### config.mk
export PLATFORM = sky130hd
export DESIGN_NAME = iso_stamp_interval
export DESIGN_NICKNAME = d
export VERILOG_FILES = /design/src/rtl/iso_ts_pkg.sv /design/src/rtl/iso_cycle_timer.sv /design/src/rtl/iso_stamp_delta.sv /design/src/rtl/iso_interval_track.sv /design/src/rtl/iso_stamp_interval.sv
export SDC_FILE = /design/constraint.sdc
export NUM_CORES = 1
export LEC_CHECK = 0
export ABC_CLOCK_PERIOD_IN_PS = 6600
export BUFFER_PORTS_ARGS = -buffer_cell sky130_fd_sc_hd__buf_4
export CAP_MARGIN = 10
export CORE_ASPECT_RATIO = 0.7
export CORE_MARGIN = 2
export CORE_UTILIZATION = 60
export DETAILED_ROUTE_END_ITERATION = 10
export GPL_ROUTABILITY_DRIVEN = 0
export GPL_TIMING_DRIVEN = 0
export PLACE_DENSITY = 0.92
export SYNTH_ARGS = -nofsm -noshare
export SYNTH_HDL_FRONTEND = slang
export SYNTH_SLANG_ARGS = --single-unit
### constraint.sdc
create_clock -name clk -period 6.6 [get_ports clk]
set_input_delay 0 -clock clk [delete_from_list [all_inputs] [get_ports clk]]
set_output_delay 0 -clock clk [all_outputs]
set_load 0.05 [all_outputs]
### src/rtl/iso_ts_pkg.sv
package iso_ts_pkg;
   localparam int DEF_TICK_W   = 12;
   localparam int DEF_TICK_MOD = 3072;
   localparam int DEF_CYC_W    = 13;
   localparam int DEF_CYC_MOD  = 8000;
   localparam int DEF_SEC_W    = 7;
   localparam int DEF_STAMP_W  = 16;

   // bits needed to hold the widest interval the stamp can express
   function automatic int ivl_bits(input int stamp_w, input int tick_w, input int tick_mod);
      return $clog2((2 ** (stamp_w - tick_w)) * tick_mod);
   endfunction
endpackage

### src/rtl/iso_cycle_timer.sv
module iso_cycle_timer #(
   parameter int TICK_W   = 12,
   parameter int TICK_MOD = 3072,
   parameter int CYC_W    = 13,
   parameter int CYC_MOD  = 8000,
   parameter int SEC_W    = 7
) (
   input  logic              clk,
   input  logic              rst,
   output logic [TICK_W-1:0] tick_o,
   output logic [CYC_W-1:0]  cyc_o,
   output logic [SEC_W-1:0]  sec_o
);
   localparam logic [TICK_W-1:0] TICK_LAST = TICK_W'(TICK_MOD - 1);
   localparam logic [CYC_W-1:0]  CYC_LAST  = CYC_W'(CYC_MOD - 1);

   logic tick_wrap, cyc_wrap;
   assign tick_wrap = (tick_o == TICK_LAST);
   assign cyc_wrap  = tick_wrap && (cyc_o == CYC_LAST);

   always_ff @(posedge clk) begin
      if (rst) begin
         tick_o <= '0;
         cyc_o  <= '0;
         sec_o  <= '0;
      end else begin
         tick_o <= tick_wrap ? '0 : tick_o + 1'b1;
         if (tick_wrap) cyc_o <= cyc_wrap ? '0 : cyc_o + 1'b1;
         if (cyc_wrap)  sec_o <= sec_o + 1'b1;
      end
   end
endmodule

### src/rtl/iso_stamp_delta.sv
module iso_stamp_delta #(
   parameter int STAMP_W  = 16,
   parameter int TICK_W   = 12,
   parameter int TICK_MOD = 3072,
   parameter int IVL_W    = 16
) (
   input  logic [STAMP_W-1:0] new_i,
   input  logic [STAMP_W-1:0] ref_i,
   output logic [IVL_W-1:0]   ivl_o
);
   localparam int SC_W = STAMP_W - TICK_W;

   generate
      if (TICK_MOD == (2 ** TICK_W)) begin : g_binary
         // binary tick radix: the stamp is one plain counter
         logic [STAMP_W-1:0] raw;
         assign raw   = new_i - ref_i;
         assign ivl_o = IVL_W'(raw);
      end else begin : g_mixed
         logic [TICK_W-1:0] t_new, t_ref, t_fix;
         logic [SC_W-1:0]   c_new, c_ref, c_dif;
         logic [TICK_W:0]   t_dif;
         logic              borrow;

         assign t_new  = new_i[TICK_W-1:0];
         assign t_ref  = ref_i[TICK_W-1:0];
         assign c_new  = new_i[STAMP_W-1:TICK_W];
         assign c_ref  = ref_i[STAMP_W-1:TICK_W];
         assign t_dif  = {1'b0, t_new} - {1'b0, t_ref};
         assign borrow = t_dif[TICK_W];
         assign t_fix  = borrow ? (t_dif[TICK_W-1:0] + TICK_W'(TICK_MOD))
                                : t_dif[TICK_W-1:0];
         assign c_dif  = c_new - c_ref - SC_W'(borrow);
         assign ivl_o  = (IVL_W'(c_dif) * IVL_W'(TICK_MOD)) + IVL_W'(t_fix);
      end
   endgenerate
endmodule

### src/rtl/iso_interval_track.sv
module iso_interval_track #(
   parameter int STAMP_W = 16,
   parameter int IVL_W   = 16
) (
   input  logic               clk,
   input  logic               rst,
   input  logic               pkt_valid,
   input  logic               pkt_data,
   input  logic [STAMP_W-1:0] pkt_stamp,
   input  logic [IVL_W-1:0]   delta_i,
   output logic [STAMP_W-1:0] ref_o,
   output logic               ivl_valid,
   output logic [IVL_W-1:0]   ivl_ticks
);
   localparam logic [STAMP_W-1:0] EMPTY_STAMP = '1;

   logic accept, have_ref;
   assign accept = pkt_valid && pkt_data && (pkt_stamp != EMPTY_STAMP);

   always_ff @(posedge clk) begin
      if (rst) begin
         ref_o     <= '0;
         have_ref  <= 1'b0;
         ivl_valid <= 1'b0;
         ivl_ticks <= '0;
      end else begin
         ivl_valid <= 1'b0;
         if (accept) begin
            ref_o    <= pkt_stamp;
            have_ref <= 1'b1;
            if (have_ref) begin
               ivl_valid <= 1'b1;
               ivl_ticks <= delta_i;
            end
         end
      end
   end
endmodule

### src/rtl/iso_stamp_interval.sv
module iso_stamp_interval
   import iso_ts_pkg::*;
#(
   parameter int TICK_W   = DEF_TICK_W,
   parameter int TICK_MOD = DEF_TICK_MOD,
   parameter int CYC_W    = DEF_CYC_W,
   parameter int CYC_MOD  = DEF_CYC_MOD,
   parameter int SEC_W    = DEF_SEC_W,
   parameter int STAMP_W  = DEF_STAMP_W,
   parameter int IVL_W    = 16,
   parameter int TIME_W   = TICK_W + CYC_W + SEC_W
) (
   input  logic               clk,
   input  logic               rst,
   input  logic               pkt_valid,
   input  logic               pkt_data,
   input  logic [STAMP_W-1:0] pkt_stamp,
   output logic               ivl_valid,
   output logic [IVL_W-1:0]   ivl_ticks,
   output logic [TIME_W-1:0]  cycle_time
);
   localparam int NEED_IVL_W = ivl_bits(STAMP_W, TICK_W, TICK_MOD);

   generate
      if (TICK_MOD < 2 || TICK_MOD > (2 ** TICK_W)) begin : g_bad_tick
         $error("TICK_MOD does not fit TICK_W");
      end
      if (CYC_MOD < 2 || CYC_MOD > (2 ** CYC_W)) begin : g_bad_cyc
         $error("CYC_MOD does not fit CYC_W");
      end
      if (STAMP_W <= TICK_W || STAMP_W > TICK_W + CYC_W) begin : g_bad_stamp
         $error("STAMP_W must hold the tick field plus 1..CYC_W cycle bits");
      end
      if (IVL_W < NEED_IVL_W) begin : g_bad_ivl
         $error("IVL_W too narrow for the widest interval");
      end
      if (TIME_W != TICK_W + CYC_W + SEC_W) begin : g_bad_time
         $error("TIME_W must equal the sum of the field widths");
      end
   endgenerate

   logic [TICK_W-1:0]  tick;
   logic [CYC_W-1:0]   cyc;
   logic [SEC_W-1:0]   sec;
   logic [STAMP_W-1:0] ref_stamp;
   logic [IVL_W-1:0]   delta;

   iso_cycle_timer #(
      .TICK_W(TICK_W), .TICK_MOD(TICK_MOD),
      .CYC_W(CYC_W), .CYC_MOD(CYC_MOD), .SEC_W(SEC_W)
   ) timer_i (
      .clk(clk), .rst(rst), .tick_o(tick), .cyc_o(cyc), .sec_o(sec)
   );

   assign cycle_time = {sec, cyc, tick};

   iso_stamp_delta #(
      .STAMP_W(STAMP_W), .TICK_W(TICK_W), .TICK_MOD(TICK_MOD), .IVL_W(IVL_W)
   ) delta_i (
      .new_i(pkt_stamp), .ref_i(ref_stamp), .ivl_o(delta)
   );

   iso_interval_track #(
      .STAMP_W(STAMP_W), .IVL_W(IVL_W)
   ) track_i (
      .clk(clk), .rst(rst),
      .pkt_valid(pkt_valid), .pkt_data(pkt_data), .pkt_stamp(pkt_stamp),
      .delta_i(delta), .ref_o(ref_stamp),
      .ivl_valid(ivl_valid), .ivl_ticks(ivl_ticks)
   );
endmodule

==> metrics.txt, run 1 <==
reg2reg end track_i.ivl_ticks[15]$_SDFFE_PP0P_; commonest non-fill, non-tap cells in the layout 68 x buf_4, 66 x dfxtp_1, 63 x nor2_1, 34 x nand2_1, 26 x inv_1; Setup violations, final 0; Seq/Total Area, Yosys 37.0%; logic gate share of total power 26.9%; wire length per cell 15.6 µm; Slowest-stage cell, CP fa_1; antenna-violating nets left 0; Final WS setup 1.37 ns; layout net count 550; io pins 69; setup_tns 0 ns; Synth Instances 407; crit-path max FO 6; Final Power 1.03 mW; Crit Path Class in2reg; r2r startpoint track_i.ref_o[0]$_SDFFE_PP0P_; Net Sw Frac 32.1%; Initial Util 62.4%; met3 GRT Util 6.52%; skew final 0.00738 ns; GRT Residual Overflow 0; post-layout instance area 0.00451 mm²; internal power 0.701 mW; CP delay by family, top adder cells; dpl cell area 0.00417 mm²; sequential power share 40.4%; Power Density 229 mW/mm²; met2 GRT Util 49.0%; clk_lat worst skew 0.34 ns; Critical Path AT 5.45 ns; dpl ws 1.61 ns; CTS tree yes; FMAX 191 MHz; Max-slew headroom 52.0%; via/cell ratio 5.58; CP Launch Point pkt_stamp[0]; WP data required 6.81 ns; Synth cell types 40; # resized after CTS 0; FF-to-FF path depth 18; Max Root-Sink Buffers 2; routing usage on met1 35.4%; crit-path cells dlygate4sd3_1 > buf_4 > inv_1 > ha_1 > fa_1 > nor2b_1 > o31a_1 > o21ai_0 > o21ai_0 > fa_1 > ha_1 > o21ai_0 > nand3b_1 > xor2_1 > ha_1 > a21oi_1 > xnor3_2 > nand3b_1 > mux2_2 > a221oi_1 > a211oi_1; pin count of the biggest net entering global routing 13; via count 3,234; Worst-Margin Slew 0.713 ns; WL final 9.07 mm; ANT cells 0; count of warnings emitted by yosys 0; Clk pwr share 32.8%; Slew Viols, Final 0; HP Start pkt_stamp[14]; Die W 96.2 µm; Mapped Area 0.00357 mm²; port bufs 67; maximum vdd drop 152 µV; H-tree lvl count 3; hold path cells 5; Final Instance Count excl. Fillers 580; Root Driver clkbuf_8; Critical Path Start Type input port; R2R setup slack 1.43 ns; syn nets 457; placed cells 549; die height 68.6 µm; LEAKAGE 2.01 nW; commonest non-fill, non-tap cell in the layout buf_4; max-cap check violation count 0; starting DRC count in detailed routing 158; Final period util 79.3%; gr usage total 28.9%; Core ar. 0.00573 mm²; worst-case hold path end point track_i.ref_o[14]$_SDFFE_PP0P_; GR peak layer met2; Final Hold Viols 0; initial antenna violation count 0; Detailed Routing Iterations Pass 1 4; post-DP HPWL 6.16 mm; min Tclk post-route 5.23 ns; Area Growth Syn to Fin 26.3%; sw power 0.331 mW; clock sinks 66; WP buf/inv 3; RSZ-0062 raised after global routing false; die area 0.00660 mm²; Post-CTS Setup Inserts 0; min-delay worst type in2reg; hold-fix buffers at CTS 15; share of cells above drive strength 1 19.0%; FF+latch count, synth 66; Crit path largest cell delay 0.54 ns; number of global-route vias before repair 3,135; first-pass GRT wire length 14.4 mm; Site Rows 23; DRC viols 0; cts bufs inserted 9; run status complete, no violations; Synth Area per Inst 8.78 µm²; clock-pin slew of the registers on the worst-case setup and hold paths 0.08 ns; CP Capture Type flop
==> worst reg2reg max path: stages, from the launching register on <==
cell and delay (ns):
dfxtp_1 0.32, ha_1 0.21, fa_1 0.40, nor2b_1 0.17
o31a_1 0.22, o21ai_0 0.21, o21ai_0 0.49, fa_1 0.54
ha_1 0.20, o21ai_0 0.16, nand3b_1 0.16, xor2_1 0.21
ha_1 0.39, a21oi_1 0.17, xnor3_2 0.31, nand3b_1 0.12
mux2_2 0.35, a221oi_1 0.31, a211oi_1 0.12
==> worst max-delay path by stage <==
stage	end	slack, ns	depth (start not counted)
final	track_i.ivl_ticks[15]$_SDFFE_PP0P_	1.37	21
after global routing	track_i.ivl_ticks[15]$_SDFFE_PP0P_	1.22	21
after CTS	track_i.ivl_ticks[15]$_SDFFE_PP0P_	1.55	21
after detailed placement	track_i.ivl_ticks[15]$_SDFFE_PP0P_	1.61	18
after global placement	track_i.ivl_ticks[15]$_SDFFE_PP0P_	1.80	18
after floorplan	track_i.ivl_ticks[15]$_SDFFE_PP0P_	2.15	18
==> cell type report <==
| class | count | area [µm²] |
|---|---|---|
| fillers | 353 | 1210 |
| flip-flops and latches | 66 | 1320 |
| clock buffers | 9 | 124 |
| clock inverters | 7 | 68.8 |
| well taps | 75 | 93.8 |
| multi-input cells | 302 | 2100 |
| plain buffers | 13 | 56.3 |
| repair buffers | 82 | 653 |
| inverters | 26 | 97.6 |
==> power groups by stage <==
stage          clock [mW]  combinational [mW]  sequential, mW
6_report            0.338               0.277           0.416
5_1_grt             0.358               0.301           0.418
4_1_cts             0.338               0.269           0.416
3_5_place_dp            0               0.259           0.425
3_3_place_gp            0               0.248           0.425
2_1_floorplan           0               0.177           0.444
==> logic make-up after synthesis <==
family                     count (synthesis)  share of synthesized area, %
adders and majority gates                 30                          11.6
AOI/OAI and AO/OA                         55                          9.28
xor gates and xnor gates                  47                          11.9
muxes                                     16                          4.52
and+or+nand+nor                          154                          21.4
DFF                                       66                          37.0
buffers and inverters                     39                          4.31
==> through the flow <==
step / util, % / hold WS, ns
finish: 78.8 / 0.0516
global placement: 72.8 / 0.256
CTS: 78.8 / 0.0425
floorplan: - / 0.144
global route: 78.8 / 0.0875
detailed placement: 72.8 / 0.263
==> Yosys cell counts <==
library cell  count  area, µm²
mux2_2            1       11.3
buf_4             1       7.51
fa_1              5        100
xor2_1           25        219
a211oi_1          7       52.6
nand2_1          34        128
nand3_1          10       50.1
a41oi_1           1       8.76
nor2b_1           4       25.0
nor3b_1           3       22.5
nand3b_1          3       22.5
o21bai_1          2       15.0
clkbuf_1          9       33.8
nand4_1          11       68.8
and3_1            6       37.5
or2_0             1       6.26
a21o_1            7       52.6
dfxtp_1          66       1320
a21oi_1          24        120
nor4_1            2       12.5
mux2i_1          15        150
buf_2             3       15.0
xnor2_1          21        184
ha_1             25        313
o21a_1            2       15.0
o31a_1            1       8.76
and4_1            4       35.0
xnor3_2           1       23.8
nand2_4           1       11.3
nor4b_4           1       23.8
nand4_4           1       21.3
nor3_2            1       10.0
o21ai_0          10       50.1
inv_1            26       97.6
or2_2             3       18.8
or3_1             3       18.8
nor2_1           63        236
nand2b_1          1       6.26
a221oi_1          1       8.76
nor3_1            2       10.0
==> metal layers <==
layer | share of wire [%] | vias up
met5 | 0 | -
met4 | 3.3 | 0
met3 | 5.5 | 36
met2 | 46 | 128
met1 | 45 | 1510
li1 | - | 1560
==> state kept, by name, indices dropped and copies added (netlist names) <==
name / flops
track_i.ivl_ticks: 16
timer_i.tick_o: 12
track_i.ref_o: 16
timer_i.cyc_o: 13
timer_i.sec_o: 7
track_i.have_ref: 1
track_i.ivl_valid: 1
Note: power is estimated with default switching activity, not from simulation.
==> run 2, diff against run 1 <==
--- a/config.mk
+++ b/config.mk
@@ -5,16 +5,16 @@
 export SDC_FILE = /design/constraint.sdc
 export NUM_CORES = 1
 export LEC_CHECK = 0
-export ABC_CLOCK_PERIOD_IN_PS = 6600
+export ABC_CLOCK_PERIOD_IN_PS = 4800
 export BUFFER_PORTS_ARGS = -buffer_cell sky130_fd_sc_hd__buf_4
 export CAP_MARGIN = 10
 export CORE_ASPECT_RATIO = 0.7
 export CORE_MARGIN = 2
-export CORE_UTILIZATION = 60
+export CORE_UTILIZATION = 50
 export DETAILED_ROUTE_END_ITERATION = 10
 export GPL_ROUTABILITY_DRIVEN = 0
 export GPL_TIMING_DRIVEN = 0
-export PLACE_DENSITY = 0.92
+export PLACE_DENSITY = 0.82
 export SYNTH_ARGS = -nofsm -noshare
 export SYNTH_HDL_FRONTEND = slang
 export SYNTH_SLANG_ARGS = --single-unit
==> constraint.sdc (replaced) <==
create_clock -name clk -period 4.8 [get_ports clk]
set_input_delay 0 -clock clk [delete_from_list [all_inputs] [get_ports clk]]
set_output_delay 0 -clock clk [all_outputs]
set_load 0.05 [all_outputs]
==> metrics.txt, run 2 (synthesis gave the netlist of run 1 again) <==
run status complete, no violations; layout net count 552; commonest non-fill, non-tap cell in the layout buf_4; Clk pwr share 36.2%; R2R setup slack 0.16 ns; min-delay worst type in2reg; Final Instance Count excl. Fillers 601; min Tclk post-route 4.66 ns; Slowest-stage cell, CP dlygate4sd3_1; die height 74.7 µm; first-pass GRT wire length 13.5 mm; placed cells 568; Die W 105 µm; reg2reg end track_i.ivl_ticks[15]$_SDFFE_PP0P_; gr usage total 21.8%; port bufs 67; antenna-violating nets left 0; crit-path max FO 4; Max Root-Sink Buffers 2; logic gate share of total power 25.7%; Area Growth Syn to Fin 28.8%; clk_lat worst skew 0.35 ns; setup_tns 0 ns; Slew Viols, Final 0; io pins 69; pin count of the biggest net entering global routing 14; starting DRC count in detailed routing 144; max-cap check violation count 0; Critical Path End track_i.ivl_ticks[15]$_SDFFE_PP0P_; share of cells above drive strength 1 19.7%; clock-pin slew of the registers on the worst-case setup and hold paths 0.07 ns; Critical Path AT 4.87 ns; Net Sw Frac 30.6%; maximum vdd drop 192 µV; post-DP HPWL 6.08 mm; FF-to-FF path depth 17; cts bufs inserted 9; initial antenna violation count 0; Setup violations, final 0; CP Launch Point pkt_stamp[2]; Initial Util 52.4%; CTS tree yes; Final WS setup 0.144 ns; ANT cells 0; die area 0.00785 mm²; dpl ws -0.156 ns; GRT Residual Overflow 0; # fillers 567; DRC viols 0; WP data required 5.01 ns; wire length per cell 13.9 µm; sw power 0.461 mW; via/cell ratio 5.16; WL final 8.35 mm; H-tree lvl count 3; internal power 1.04 mW; top flop regs track_i.ivl_ticks x16, track_i.ref_o x16, timer_i.cyc_o x13; hold_ws 0.0387 ns; Power Density 327 mW/mm²; crit-path cells dlygate4sd3_1 > buf_4 > ha_1 > nor2b_1 > o31a_1 > o21ai_1 > o21ai_2 > fa_1 > fa_1 > xor2_2 > ha_1 > a21o_1 > a21oi_1 > xnor3_2 > nand3b_1 > mux2_2 > a221oi_1 > a211oi_1; commonest non-fill, non-tap cells in the layout 70 x buf_4, 66 x dfxtp_1, 63 x nor2_1, 34 x nand2_1, 26 x inv_1; Core ar. 0.00682 mm²; Site Rows 25; Root Driver clkbuf_8; skew final 0.0112 ns; sequential power share 38.0%; number of global-route vias before repair 2,851; clock sinks 66; Final period util 97.0%; via count 3,103; LEAKAGE 2.05 nW; Critical Path Start Type input port; Crit Path Class in2reg; Worst-Margin Slew 0.581 ns; Final Hold Viols 0; CP Capture Type flop; Max-slew headroom 61.2%; Detailed Routing Iterations Pass 1 4; r2r startpoint track_i.ref_o[2]$_SDFFE_PP0P_; FMAX 215 MHz; Crit path largest cell delay 0.55 ns
## run 2: cell count changes in the layout (fill, tap and decap cells not counted)
cell / previous run / this run
buf_4: 68 / 70
o21ai_0: 10 / 8
xor2_1: 25 / 24
inv_6: 1 / 3
clkinv_2: 3 / 0
clkinv_4: 0 / 1
clkinvlp_4: 2 / 0
o21ai_1: 0 / 1
xor2_2: 0 / 1
clkbuf_8: 9 / 10
bufinv_16: 1 / 2
o21ai_2: 0 / 1
## run 2: area by class of cell
cell class	count	area, µm²	share of cell area, %
multi-input cells	302	2110	45.8
plain buffers	13	56.3	1.22
well taps	94	118	2.56
inverters	26	97.6	2.12
repair buffers	84	668	14.5
clock inverters	6	95.1	2.07
clock buffers	10	138	2.99
flip-flops and latches	66	1320	28.7
## run 2: how the worst min path moves through the flow
stage	from	endpoint	slack, ns	cells after the start
6_report	pkt_stamp[14]	track_i.ref_o[14]$_SDFFE_PP0P_	0.04	5
3_5_place_dp	pkt_stamp[5]	track_i.ref_o[5]$_SDFFE_PP0P_	0.27	3
5_1_grt	pkt_data	track_i.ref_o[0]$_SDFFE_PP0P_	0.06	4
4_1_cts	pkt_stamp[14]	track_i.ref_o[14]$_SDFFE_PP0P_	0.03	5
2_1_floorplan	pkt_stamp[10]	track_i.ref_o[10]$_SDFFE_PP0P_	0.14	2
3_3_place_gp	pkt_stamp[5]	track_i.ref_o[5]$_SDFFE_PP0P_	0.26	3
## run 2: critical path, delay by kind of cell
| kind | cells | cell delay [ns] |
|---|---|---|
| fa+ha+maj | 4 | 1.49 |
| xor+xnor | 2 | 0.64 |
| buf+inv | 2 | 0.71 |
| mux | 1 | 0.34 |
| compound gates | 7 | 1.41 |
| simple gates | 2 | 0.28 |
## run 2: metal layers
metal	vias up	track usage (%)	share of wire, %
met5	-	0	0
met3	17	5.19	4.8
met1	1444	28.6	47
met4	0	8.00	1.9
met2	79	35.9	46
li1	1563	-	-
## run 2: stage by stage
stage,util [%],total power [mW],area [µm²]
2_1_floorplan,-,0.854,3570
3_3_place_gp,61.5,0.927,4190
3_5_place_dp,61.5,0.943,4190
4_1_cts,67.3,1.50,4590
5_1_grt,67.5,1.58,4600
6_report,67.5,1.50,4600
## run 2: power by group through the flow
stage | combinational (mW) | clock [mW] | sequential, mW
floorplan | 0.244 | 0 | 0.610
global placement | 0.343 | 0 | 0.584
detailed placement | 0.358 | 0 | 0.585
CTS | 0.373 | 0.555 | 0.572
global route | 0.423 | 0.579 | 0.574
finish | 0.387 | 0.545 | 0.572
## run 2: timing repair
| action | in CTS | in global routing |
|---|---|---|
| gates resized for setup | 3 | 1 |
| endpoints found under the hold margin | 15 | 0 |
| endpoints found under the setup margin | 1 | 1 |
| setup buffers | 0 | 2 |
| pin swaps | 0 | 2 |
| hold buffers | 15 | 0 |
==> run 3, diff against run 2 <==
--- a/config.mk
+++ b/config.mk
@@ -5,16 +5,16 @@
 export SDC_FILE = /design/constraint.sdc
 export NUM_CORES = 1
 export LEC_CHECK = 0
-export ABC_CLOCK_PERIOD_IN_PS = 4800
-export BUFFER_PORTS_ARGS = -buffer_cell sky130_fd_sc_hd__buf_4
+export ABC_CLOCK_PERIOD_IN_PS = 3700
 export CAP_MARGIN = 10
 export CORE_ASPECT_RATIO = 0.7
 export CORE_MARGIN = 2
-export CORE_UTILIZATION = 50
+export CORE_UTILIZATION = 57
 export DETAILED_ROUTE_END_ITERATION = 10
+export DONT_BUFFER_PORTS = 1
 export GPL_ROUTABILITY_DRIVEN = 0
 export GPL_TIMING_DRIVEN = 0
-export PLACE_DENSITY = 0.82
+export PLACE_DENSITY_LB_ADDON = 0.3
 export SYNTH_ARGS = -nofsm -noshare
 export SYNTH_HDL_FRONTEND = slang
 export SYNTH_SLANG_ARGS = --single-unit
==> constraint.sdc (replaced) <==
create_clock -name clk -period 3.7 [get_ports clk]
set_input_delay 0 -clock clk [delete_from_list [all_inputs] [get_ports clk]]
set_output_delay 0 -clock clk [all_outputs]
set_load 0.05 [all_outputs]
==> metrics.txt, run 3 (synthesis gave the netlist of run 1 again) <==
skew final 0.00754 ns; antenna-violating nets left 0; dpl cell area 0.00373 mm²; Die W 98.6 µm; Critical Path AT 4.42 ns; HP Start pkt_stamp[3]; io pins 69; met2 GRT Util 37.9%; failing checks negative setup slack; GR peak layer met2; commonest non-fill, non-tap cell in the layout dfxtp_1; via/cell ratio 5.40; crit-path max FO 2; CP Launch Point track_i.ref_o[0]$_SDFFE_PP0P_; placed cells 485; Initial Util 58.0%; r2r startpoint track_i.ref_o[0]$_SDFFE_PP0P_; R2R setup slack -0.51 ns; max-cap check violation count 0; FMAX 238 MHz; starting DRC count in detailed routing 99; via count 2,886; die height 70.2 µm; post-DP HPWL 5.55 mm; Final Hold Viols 0; WP data required 3.91 ns; ANT cells 0; Worst-Margin Slew 0.680 ns; clock sinks 66; WL final 7.86 mm; Critical Path Start Type flop; dpl ws -0.899 ns; Final WS setup -0.508 ns; first-pass GRT wire length 12.8 mm; wire length per cell 14.7 µm; post-layout instance area 0.00433 mm²; GRT Residual Overflow 0; Crit Path Class reg2reg; top flop regs track_i.ivl_ticks x16, track_i.ref_o x16, timer_i.cyc_o x13; maximum vdd drop 355 µV; clk_lat worst skew 0.34 ns; Final Power 1.94 mW; RSZ-0062 raised after global routing true; CP Capture Type flop; Power Density 448 mW/mm²; Final Instance Count excl. Fillers 534; clock-pin slew of the registers on the worst-case setup and hold paths 0.08 ns; initial antenna violation count 0; commonest non-fill, non-tap cells in the layout 64 x dfxtp_1, 63 x nor2_1, 34 x nand2_1, 25 x inv_1; number of global-route vias before repair 2,775; DRC viols 0; Area Growth Syn to Fin 21.3%; die area 0.00693 mm²; Setup violations, final 3; Max-slew headroom 54.6%; Site Rows 24; min-delay worst type in2reg; Root Driver clkbuf_8; min Tclk post-route 4.21 ns; Core ar. 0.00616 mm²; gr usage total 23.3%; H-tree lvl count 3; cts bufs inserted 9; Detailed Routing Iterations Pass 1 4; Final period util 114%; CTS tree yes; port bufs 0; pin count of the biggest net entering global routing 14; share of cells above drive strength 1 15.8%; routing usage on met1 28.8%; run status complete, but fails checks; Max Root-Sink Buffers 2; layout net count 501; LEAKAGE 1.78 nW; Slew Viols, Final 0; met3 GRT Util 9.21%
[run 3: cell count changes in the layout (fill, tap and decap cells not counted), moves of 4 or more]
cell and change:
ha_1 -7, buf_4 -55, fa_1 -4, ha_4 +4, clkinvlp_4 +4, fa_2 +4
[run 3: worst paths after layout]
check | to | cells after the start
setup / recovery | track_i.ivl_ticks[15]$_SDFFE_PP0P_ | 19
hold / removal | track_i.ivl_ticks[3]$_SDFFE_PP0P_ | 4
setup reg to reg | track_i.ivl_ticks[15]$_SDFFE_PP0P_ | 19
hold reg to reg | track_i.ref_o[0]$_SDFFE_PP0P_ | 2
[run 3: through the flow]
stage	utilization [%]	setup TNS [ns]	hold WS, ns
floorplan	-	-0.470	0.144
global placement	60.6	-1.33	0.149
detailed placement	60.6	-1.78	0.154
CTS	68.6	-0.842	0.00888
global route	70.4	-1.51	0.0157
finish	70.4	-0.853	0.0286
[run 3: cell type report]
| class | count | area, µm² |
|---|---|---|
| Fill cell | 484 | 1820 |
| Timing Repair Buffer | 33 | 297 |
| Inverter | 26 | 97.6 |
| Tap cell | 78 | 97.6 |
| Buffer | 13 | 56.3 |
| Clock buffer | 9 | 124 |
| Clock inverter | 7 | 77.6 |
| Sequential cell | 66 | 1320 |
| Multi-Input combinational cell | 302 | 2260 |
[run 3: worst max-delay path: stages (launching register included)]
cell,delay (ns)
dfxtp_2,0.35
ha_4,0.14
fa_2,0.23
nor2b_4,0.05
o31a_1,0.33
o21ai_2,0.20
o21ai_2,0.09
fa_1,0.52
inv_1,0.05
ha_2,0.17
o21ai_2,0.16
nand3b_1,0.15
xor2_2,0.23
ha_4,0.24
a21oi_2,0.12
xnor3_2,0.29
nand3b_1,0.13
mux2_4,0.31
a221oi_2,0.22
a211oi_1,0.10
[run 3: layer usage]
metal,wire length [µm],vias to the layer above
met2,3730,62
li1,-,1460
met3,439,12
met1,3590,1352
met5,0,-
met4,100,0
[run 3: what timing repair did]
| action | in CTS | in global routing |
|---|---|---|
| hold buffers | 18 | 0 |
| resized for setup | 10 | 13 |
| setup buffers | 9 | 7 |
| endpoints found under the hold margin | 18 | 0 |
| endpoints found under the setup margin | 5 | 5 |
| pin swaps | 15 | 9 |
[run 3: where the power goes]
group / leakage [nW] / internal, mW / switching (mW)
clock: 0.0881 / 0.314 / 0.297
combinational: 1.15 / 0.282 / 0.268
sequential: 0.536 / 0.730 / 0.0501
